### src/rtl/paged_pc.sv
module paged_pc #(
  parameter int PAGE_W = 2,
  parameter int OFF_W  = 13,
  parameter int DEPTH  = 8
) (
  input  logic                      clk,
  input  logic                      rst,
  input  logic                      inc,
  input  logic                      jump,
  input  logic                      call,
  input  logic                      ret,
  input  logic [PAGE_W+OFF_W-1:0]   target,
  output logic [PAGE_W+OFF_W-1:0]   addr,
  output logic [$clog2(DEPTH)-1:0]  sp
);
  localparam int AW  = PAGE_W + OFF_W;
  localparam int SPW = $clog2(DEPTH);

  logic [AW-1:0] stack [DEPTH];

  wire [AW-1:0]  next_seq = {addr[AW-1:OFF_W], addr[OFF_W-1:0] + 1'b1};
  wire [SPW-1:0] sp_up    = sp + 1'b1;

  always_ff @(posedge clk) begin
    if (rst) begin
      addr <= '0;
      sp   <= '0;
      for (int i = 0; i < DEPTH; i++) stack[i] <= '0;
    end else if (ret) begin
      addr <= stack[sp];
      sp   <= sp - 1'b1;
    end else if (call) begin
      stack[sp_up] <= next_seq;
      addr         <= target;
      sp           <= sp_up;
    end else if (jump) begin
      addr <= target;
    end else if (inc) begin
      addr <= next_seq;
    end
  end


  reset_state_chk: assert property (@(posedge clk)
    rst |=> (addr == '0 && sp == '0));


  step_in_page_chk: assert property (@(posedge clk) disable iff (rst)
    (inc && !jump && !call && !ret) |=>
      (addr[AW-1:OFF_W] == $past(addr[AW-1:OFF_W]) &&
       addr[OFF_W-1:0] == OFF_W'($past(addr[OFF_W-1:0]) + 1'b1)));


  jump_load_chk: assert property (@(posedge clk) disable iff (rst)
    (jump && !call && !ret) |=> (addr == $past(target) && $stable(sp)));


  call_push_chk: assert property (@(posedge clk) disable iff (rst)
    (call && !ret) |=> (addr == $past(target) && sp == SPW'($past(sp) + 1'b1)));


  ret_pop_chk: assert property (@(posedge clk) disable iff (rst)
    ret |=> (sp == SPW'($past(sp) - 1'b1)));


  idle_hold_chk: assert property (@(posedge clk) disable iff (rst)
    (!inc && !jump && !call && !ret) |=> ($stable(addr) && $stable(sp)));
endmodule

### config.mk
export PLATFORM = sky130hd
export DESIGN_NAME = paged_pc
export DESIGN_NICKNAME = d
export VERILOG_FILES = /design/src/rtl/paged_pc.sv
export SDC_FILE = /design/constraint.sdc
export NUM_CORES = 1
export LEC_CHECK = 0
export ABC_AREA = 1
export BUFFER_PORTS_ARGS = -buffer_cell sky130_fd_sc_hd__buf_2
export CAP_MARGIN = 10
export CORE_ASPECT_RATIO = 0.8
export CORE_MARGIN = 2
export CORE_UTILIZATION = 53
export DETAILED_ROUTE_END_ITERATION = 12
export PLACE_DENSITY = 0.82
export RECOVER_POWER = 100
export SYNTH_ARGS = -nofsm -noshare
export SYNTH_HDL_FRONTEND = slang
export SYNTH_SLANG_ARGS = --single-unit
export TNS_END_PERCENT = 100
### constraint.sdc
create_clock -name clk -period 2.95 [get_ports clk]
set_clock_uncertainty 0.05 [all_clocks]
set_input_delay 0.295 -clock clk [delete_from_list [all_inputs] [get_ports clk]]
set_output_delay 0.295 -clock clk [all_outputs]
set_load 0.03 [all_outputs]
==> key figures, run 1 <==
Die
  • Die extent in x: 131 µm
  • Core area: 12700 µm²
  • # rows: 37
  • Die Y: 106 µm
  • Starting Density: 0.538
  • Full die area: 13900 µm²
  • I/O pin count: 39

GRT
  • Global route total overflow: 0
  • Vias in the first global route: 5109
  • First-pass GRT wire length: 26.6 mm
  • Pin count of the biggest net entering global routing: 59
  • GRT Total Usage: 0.259
  • Initial antenna violation count: 0

Layout
  • Non-filler cells, final: 989
  • ANT cells: 0
  • Layout area overhead: 11.9%
  • Final Instance Area: 7660 µm²
  • Share of post-route cells with drive strength above 1: 0.0860
  • Commonest non-fill, non-tap cell in the layout: nor2_1
  • Util after Layout: 0.602
  • Most frequent cells in the layout: 207 x nor2_1, 148 x nand2_1, 120 x edfxtp_1, 64 x nand3_1, 58 x o21ai_0
  • Fin nets: 825

Detailed routing
  • First-iteration detailed-routing DRC count: 733
  • Drt first pass iters: 6
  • DRT Wirelength: 17.1 mm
  • Antenna Nets Post-Route: 0
  • Vias: 5531
  • Vias per inst: 5.59
  • Wirelength per Cell: 17.3 µm
  • Drt drc: 0

Timing
  • Hold Violations, Final: 0
  • Setup TNS: 0 ps
  • Worst slew pin tran: 1360 ps
  • Slew Limit Headroom: 0.0914
  • Final min period: 2650 ps
  • Final worst path period share: 0.898
  • Setup WS post-layout: 301 ps
  • Max Freq: 378 MHz
  • Max Transition Viols Final: 0
  • Final setup fails: 0
  • Worst hold slack: 117 ps
  • Unrepaired setup endpoints after global routing: false

Worst setup path
  • Crit path arrival time: 2690 ps
  • Crit path kind: reg -> reg
  • Reg2Reg Launch Point: sp[0]
  • Startpoint types: flop
  • Reg2reg path depth: 8
  • Worst r2r dst: stack[7][2]
  • Max Fanout on Critical Path: 16
  • Reg-to-reg slack, setup: 300 ps
  • Crit path required time: 2990 ps
  • Critical path endpoint category: flop

Clock tree
  • Hold-fix buffers, CTS: 0
  • CTS buffer count: 17
  • CTS sink count: 141
  • CTS resizes: 0
  • CTS tree: built
  • Maximum clock path buffer count: 2
  • Clock Latency Late Sink: 430 ps
  • Root buf cell: clkbuf_16
  • # H-tree levels: 4
  • CTS clk-pin slew, worst paths: 60 ps
  • Total setup buffers inserted after CTS: 0

Worst hold path
  • Class of the worst hold path: in -> reg
  • Hold path start: rst
  • Hold depth: 2

Placement
  • Placed Instances: 957
  • Placed Area: 7100 µm²
  • Port Buffers: 38
  • Place WS: 456 ps
  • Final Wtd Congestion: 0.918
  • Dpl hpwl: 10.8 mm

Synthesis
  • Top-area cell type share of the netlist area: 0.526
  • Synth Net Count: 803
  • Dominant cells by area after synthesis: edfxtp_1 53%, nor2_1 11%, nand2_1 7.9%
  • Ys flop type: edfxtp_1
  • Post-synth EDFFs: 120
  • Cell taking the most area after synthesis: edfxtp_1
  • Asr flop ratio synth: 0
  • Synth warnings: 0
  • Yosys cell types: 31
  • Syn Inst Count: 779
  • Syn_area_per_cell: 8.79 µm²
  • Synthesized flop and latch total: 141
  • Synth Cell Area: 6850 µm²
  • Sequential fraction of the synthesis area: 0.588

Outcome
  • Status: finished clean

Run
  • Maximum capacitance violations: 0

Power and ir drop
  • Max rail drop VDD: 0.498 mV
  • Power, Total: 5.29 mW
  • Pleak: 3.04 nW
  • PwrDens: 690 nW/µm²
==> metal layers <==
metal / global-route usage / up-vias / wire length [µm]
met5: 0 / - / 0
met3: 0.0645 / 38 / 1680
li1: - / 2596 / -
met2: 0.406 / 310 / 8160
met1: 0.352 / 2587 / 6870
met4: 0.0935 / 0 / 403
==> kinds of logic (layout without fill, tap and decap cells) <==
logic type                 Yosys count  in the layout  share of synthesized area
and+or+nand+nor                    440            440                      0.265
adders and majority gates            3              3                    0.00548
buffers and inverters              105            140                     0.0692
DFF                                141            141                      0.588
xor gates and xnor gates             5              5                    0.00749
AOI/OAI and AO/OA                   85             85                     0.0650
==> area by class of cell <==
cell class | count | area [µm²]
fillers | 1017 | 5070
well taps | 175 | 219
multi-input cells | 533 | 2340
clock buffers | 18 | 429
repair buffers | 51 | 239
clock inverters | 14 | 193
inverters | 57 | 219
flip-flops and latches | 141 | 4030
==> cell usage after synthesis, types with 2 or more instances <==
library cell	count
clkbuf_1	9
dfxtp_1	21
a21oi_1	17
clkinv_1	3
buf_6	2
o22ai_1	3
nor2_1	207
nand3_2	2
o211ai_1	6
nand4_1	2
edfxtp_1	120
nand3b_1	3
nand2_2	5
nand3_1	64
xor2_1	3
ha_1	3
or2_2	3
buf_4	6
and2_1	7
buf_2	30
nor2_4	2
nand2_1	144
o21ai_0	58
inv_1	52
==> worst max-delay path, cell delays in order, from the launching register on <==
cell      delay [ps]
dfxtp_1          440
inv_1            130
ha_1             370
inv_1            100
nor2_1            60
nand2_1           70
clkbuf_1         650
nand2_1           90
clkbuf_2         350
==> worst max path at each step <==
stage | slack [ps] | cells past startpoint | endpoint | from
finish | 300 | 8 | stack[7][2] | sp[0]
global route | 140 | 8 | stack[7][1] | sp[0]
CTS | 450 | 6 | stack[3][7] | sp[0]
detailed placement | 460 | 6 | stack[3][7] | sp[0]
global placement | 550 | 6 | stack[3][11] | sp[0]
floorplan | 540 | 7 | stack[2][0] | sp[0]
==> flip-flops by register name, indices dropped and copies added, names as in the netlist, named ones only <==
signal / count
stack: 120
sp: 3
addr: 15
==> power by group <==
| group | total [mW] | switching, mW | internal (mW) |
|---|---|---|---|
| logic | 0.691 | 0.511 | 0.180 |
| registers | 2.34 | 0.0728 | 2.27 |
| clock network | 2.26 | 0.843 | 1.42 |
| total | 5.29 | 1.43 | 3.86 |
Power figures use the tool's default switching activity.
==> run 2, diff against run 1 <==
--- a/config.mk
+++ b/config.mk
@@ -12,7 +12,8 @@
 export CORE_MARGIN = 2
 export CORE_UTILIZATION = 53
 export DETAILED_ROUTE_END_ITERATION = 12
-export PLACE_DENSITY = 0.82
+export MAX_ROUTING_LAYER = met4
+export PLACE_DENSITY = 0.85
 export RECOVER_POWER = 100
 export SYNTH_ARGS = -nofsm -noshare
 export SYNTH_HDL_FRONTEND = slang
==> constraint.sdc (replaced) <==
create_clock -name clk -period 2.4 [get_ports clk]
set_clock_uncertainty 0.05 [all_clocks]
set_input_delay 0.24 -clock clk [delete_from_list [all_inputs] [get_ports clk]]
set_output_delay 0.24 -clock clk [all_outputs]
set_load 0.03 [all_outputs]
==> run 2 against run 1 <==
  * Largest cell class unchanged
  * Critical path type unchanged
  * Highest routed layer unchanged
  * Die area unchanged
  * Final cell count increased by 1.8%
  * Count of clock-buffer cells in the layout decreased by 1
  * Clock power increased by 17%
  * Maximum frequency increased by 21%
  * Worst setup slack got worse by 93 ps
  * Non-clock buffer count increased by 18
==> key figures, run 2 (same netlist as run 1, synthesis figures left out) <==
Outcome
  • Status: finished clean

Timing
  • Slew Limit Headroom: 0.567
  • Worst slew pin tran: 649 ps
  • Final worst path period share: 0.913
  • Setup TNS: 0 ps
  • Worst hold slack: 78.8 ps
  • Max Transition Viols Final: 0
  • Max Freq: 456 MHz
  • Final setup fails: 0
  • Unrepaired setup endpoints after global routing: false
  • Hold Violations, Final: 0
  • Final min period: 2190 ps

Clock tree
  • CTS sink count: 141
  • # H-tree levels: 4
  • CTS tree: built
  • CTS buffer count: 17
  • CTS resizes: 0
  • Hold-fix buffers, CTS: 0
  • Root buf cell: clkbuf_16
  • Maximum clock path buffer count: 2
  • Clock Latency Late Sink: 420 ps
  • Total setup buffers inserted after CTS: 0
  • CTS clk-pin slew, worst paths: 60 ps

GRT
  • Global route total overflow: 0
  • Pin count of the biggest net entering global routing: 63
  • First-pass GRT wire length: 26.3 mm
  • Vias in the first global route: 5403
  • GRT Total Usage: 0.257
  • Initial antenna violation count: 0

Detailed routing
  • Wirelength per Cell: 16.3 µm
  • Drt drc: 0
  • Drt first pass iters: 6
  • Antenna Nets Post-Route: 0
  • First-iteration detailed-routing DRC count: 752
  • Vias: 5600
  • DRT Wirelength: 16.4 mm
  • Vias per inst: 5.56

Die
  • # rows: 37
  • Die extent in x: 131 µm
  • Core area: 12700 µm²
  • Die Y: 106 µm
  • Full die area: 13900 µm²
  • Starting Density: 0.538
  • I/O pin count: 39

Worst setup path
  • Crit path required time: 2410 ps
  • Reg-to-reg slack, setup: 210 ps
  • Critical path endpoint category: flop
  • Crit path kind: reg -> reg
  • Startpoint types: flop
  • Max Fanout on Critical Path: 7
  • Crit path arrival time: 2200 ps
  • Reg2reg path depth: 6

Layout
  • Fin nets: 843
  • Commonest non-fill, non-tap cell in the layout: nor2_1
  • Final Instance Area: 7780 µm²
  • Layout fillers: 1029
  • Max reg flops: 120
  • Layout area overhead: 13.6%
  • Util after Layout: 0.611
  • Share of post-route cells with drive strength above 1: 0.112
  • Most frequent cells in the layout: 207 x nor2_1, 145 x nand2_1, 120 x edfxtp_1, 64 x nand3_1, 58 x o21ai_0
  • Reg with most FFs: stack
  • Top Registers: stack: 120 flops, addr: 15 flops, sp: 3 flops
  • Register Area: 4020 µm²
  • Multi-input gate area: 2350 µm²
  • ANT cells: 0

Power and ir drop
  • Max rail drop VDD: 0.589 mV
  • Pleak: 3.10 nW
  • Power, Total: 6.39 mW
  • PwrDens: 821 nW/µm²

Placement
  • Placed Area: 7250 µm²
  • Final Wtd Congestion: 0.904
  • Dpl hpwl: 10.6 mm
  • Port Buffers: 38

Worst hold path
  • Class of the worst hold path: in -> reg
  • Hold depth: 2

Run
  • Maximum capacitance violations: 0
## run 2: changes by cell type in the layout (fill, tap and decap cells not counted), sizes merged
cell | before | now
bufinv | 4 | 3
buf | 25 | 37
clkbuf | 44 | 49
clkinvlp | 3 | 7
inv | 56 | 54
## run 2: worst paths after layout
path / start / endpoint
min: rst / sp[2]
max: sp[0] / stack[1][6]
min reg2reg: addr[12] / addr[12]
max reg2reg: sp[0] / stack[1][6]
## run 2: cell type report
class                      count  area share
inverter                      57      0.0281
tap                          175      0.0281
clock inverter                15      0.0224
clock buffer                  17      0.0547
multi-input combinational    533       0.302
timing repair buffer          69      0.0479
sequential                   141       0.517
## run 2: power by group
part | switching, mW | internal (mW) | total [mW] | leakage [nW]
clock | 1.02 | 1.63 | 2.65 | 0.271
combinational | 0.631 | 0.245 | 0.876 | 1.42
sequential | 0.0760 | 2.79 | 2.86 | 1.42
## run 2: critical path, stage by stage, from the launching register on
cell	delay, ps
dfxtp_1	470
inv_1	150
ha_1	380
nor2_1	230
nand2_2	80
nand2_1	90
clkbuf_1	380
## run 2: layer usage
metal | vias to the layer above | wire (µm) | share of wire | track usage
li1 | 2629 | - | - | -
met1 | 2625 | 6730 | 0.41 | 0.327
met2 | 306 | 7960 | 0.48 | 0.412
met3 | 40 | 1460 | 0.089 | 0.0543
met4 | 0 | 299 | 0.018 | 0.0843
met5 | - | 0 | 0 | -
## run 2: stage by stage
stage	setup slack, ps	instances
2_1_floorplan	-5.04	779
3_3_place_gp	464	975
3_5_place_dp	385	975
4_1_cts	358	1007
5_1_grt	126	1007
6_report	208	1007
==> run 3, diff against run 2 <==
--- a/config.mk
+++ b/config.mk
@@ -13,7 +13,7 @@
 export CORE_UTILIZATION = 53
 export DETAILED_ROUTE_END_ITERATION = 12
 export MAX_ROUTING_LAYER = met4
-export PLACE_DENSITY = 0.85
+export PLACE_DENSITY = 0.82
 export RECOVER_POWER = 100
 export SYNTH_ARGS = -nofsm -noshare
 export SYNTH_HDL_FRONTEND = slang
==> constraint.sdc (replaced) <==
create_clock -name clk -period 2.19 [get_ports clk]
set_clock_uncertainty 0.05 [all_clocks]
set_input_delay 0 -clock clk [delete_from_list [all_inputs] [get_ports clk]]
set_output_delay 0 -clock clk [all_outputs]
set_load 0.03 [all_outputs]
==> run 3 against run 2 <==
  * Global-route usage grew 1.6 points
  * Critical endpoint is now stack[3][7]
  * Via count grew 3.1%
  * Wire length grew 9.0%
  * Clock power grew 6%
  * Worst setup slack lost 54 ps
  * Sequential share of layout area shrank 1.2 points
  * Largest power group unchanged
  * Hold slack lost 60 ps
  * Largest cell class unchanged
  * Die area is the same
  * Maximum frequency grew 7.7%
  * Critical path depth is the same
  * Critical path type unchanged
  * Combinational power grew 18%
==> key figures, run 3 (same netlist as run 1, synthesis figures left out) <==
Outcome
  • Status: finished clean

Detailed routing
  • Vias: 5774
  • Vias per inst: 5.64
  • Drt first pass iters: 6
  • Antenna Nets Post-Route: 0
  • Wirelength per Cell: 17.5 µm
  • DRT Wirelength: 17.9 mm
  • Drt drc: 0
  • First-iteration detailed-routing DRC count: 891

GRT
  • GRT Total Usage: 0.273
  • First-pass GRT wire length: 27.3 mm
  • Pin count of the biggest net entering global routing: 37
  • GRT met1 Usage: 0.354
  • Vias in the first global route: 5397
  • Global route total overflow: 0
  • Most used routing layer in global routing: met2
  • Met3 usage: 0.0563
  • Global-route met2 utilization: 0.430
  • Initial antenna violation count: 0

Layout
  • ANT cells: 0
  • Share of post-route cells with drive strength above 1: 0.120
  • Max reg flops: 120
  • Top Registers: stack: 120 flops, addr: 15 flops, sp: 3 flops
  • Layout fillers: 998
  • Util after Layout: 0.626
  • Final Instance Area: 7970 µm²
  • Fin nets: 859
  • Layout area overhead: 16.3%
  • Reg with most FFs: stack
  • Most frequent cells in the layout: 207 x nor2_1, 138 x nand2_1, 120 x edfxtp_1, 64 x nand3_1, 58 x o21ai_0
  • Commonest non-fill, non-tap cell in the layout: nor2_1

Timing
  • Final setup fails: 0
  • Final worst path period share: 0.929
  • Max Transition Viols Final: 0
  • Slew Limit Headroom: 0.443
  • Final min period: 2040 ps
  • Hold Violations, Final: 0
  • Worst slew pin tran: 835 ps
  • Max Freq: 491 MHz
  • Setup TNS: 0 ps
  • Unrepaired setup endpoints after global routing: false
  • Worst hold slack: 18.7 ps

Worst setup path
  • Worst Setup SP: addr[4]
  • Critical Path End: stack[3][7]
  • Startpoint types: flop
  • Reg-to-reg slack, setup: 150 ps
  • Crit path required time: 2290 ps
  • Crit path arrival time: 2130 ps
  • Crit path kind: reg -> reg
  • Max Fanout on Critical Path: 8
  • Critical path endpoint category: flop
  • Worst r2r dst: stack[3][7]
  • Reg2Reg Launch Point: addr[4]
  • Reg2reg path depth: 6

Clock tree
  • # H-tree levels: 4
  • CTS tree: built
  • Maximum clock path buffer count: 2
  • Root buf cell: clkbuf_16
  • CTS sink count: 141
  • CTS clk-pin slew, worst paths: 60 ps
  • Clock Latency Late Sink: 420 ps
  • CTS buffer count: 17

Power and ir drop
  • Sw Share: 0.275
  • Power, Total: 6.98 mW
  • PwrDens: 877 nW/µm²
  • Net switching power: 1.92 mW
  • Pleak: 3.19 nW
  • Internal: 5.06 mW
  • Combinational group share of total power: 0.147
  • Max rail drop VDD: 0.707 mV
  • Sequential share of power: 0.450
  • Clock Power Share: 0.403

Die
  • I/O pin count: 39
  • Full die area: 13900 µm²
  • Die extent in x: 131 µm
  • # rows: 37
  • Starting Density: 0.538
  • Die Y: 106 µm
  • Core area: 12700 µm²

Placement
  • Dpl hpwl: 11.0 mm
  • Port Buffers: 38
  • Placed Area: 7210 µm²
  • Final Wtd Congestion: 0.959

Worst hold path
  • Class of the worst hold path: in -> reg

Run
  • Maximum capacitance violations: 0
## run 3: cell count changes in the layout (fill, tap and decap cells not counted), sizes merged
cell	before	now
clkinvlp	7	4
clkinv	8	6
bufinv	3	0
buf	37	35
clkbuf	49	54
dlygate4sd3	0	20
inv	54	55
## run 3: final cells by class
type | count | area (µm²) | area share
inverter | 57 | 223 | 0.0280
tap | 175 | 219 | 0.0275
clock inverter | 8 | 51.3 | 0.00644
multi-input combinational | 533 | 2370 | 0.298
clock buffer | 24 | 536 | 0.0672
sequential | 141 | 4030 | 0.505
timing repair buffer | 85 | 541 | 0.0679
## run 3: worst max-delay path, stage by stage (launching register included)
cell and delay (ps):
dfxtp_1 440, nand2_1 180, nor2_1 290, nand2_1 90
nand2_1 70, and2_0 530, nor2_1 100
## run 3: metal layers
layer	part of all wire	wire, µm
met1	0.40	7180
met3	0.095	1700
met2	0.48	8600
met4	0.024	439
met5	0	0
## run 3: power by group through the flow
stage | clock network (mW) | logic, mW | registers, mW
after detailed placement | 0 | 0.967 | 3.19
after CTS | 2.81 | 1.01 | 3.13
after global placement | 0 | 0.944 | 3.18
final | 2.82 | 1.03 | 3.14
after global routing | 2.93 | 1.12 | 3.15
after floorplan | 0 | 0.622 | 3.23
## run 3: worst min-delay path by stage
stage,start,end,slack (ps),cells past startpoint
2_1_floorplan,rst,flop,70,1
3_3_place_gp,rst,sp[2],270,2
3_5_place_dp,rst,sp[2],260,2
4_1_cts,target[7],addr[7],2,7
5_1_grt,target[2],addr[2],40,5
6_report,target[2],addr[2],20,5
## run 3: stage by stage
stage               cells  worst slack (ps)
floorplan             779              25.6
global placement      970               311
detailed placement    970               247
CTS                  1022              67.5
global route         1023              71.8
finish               1023               155
## run 3: what timing repair did
action	in CTS	in global routing
hold buffers	20	0
setup buffers	0	1
hold endpoints to repair	17	0
gates resized for setup	0	2
endpoints found under the setup margin	0	1
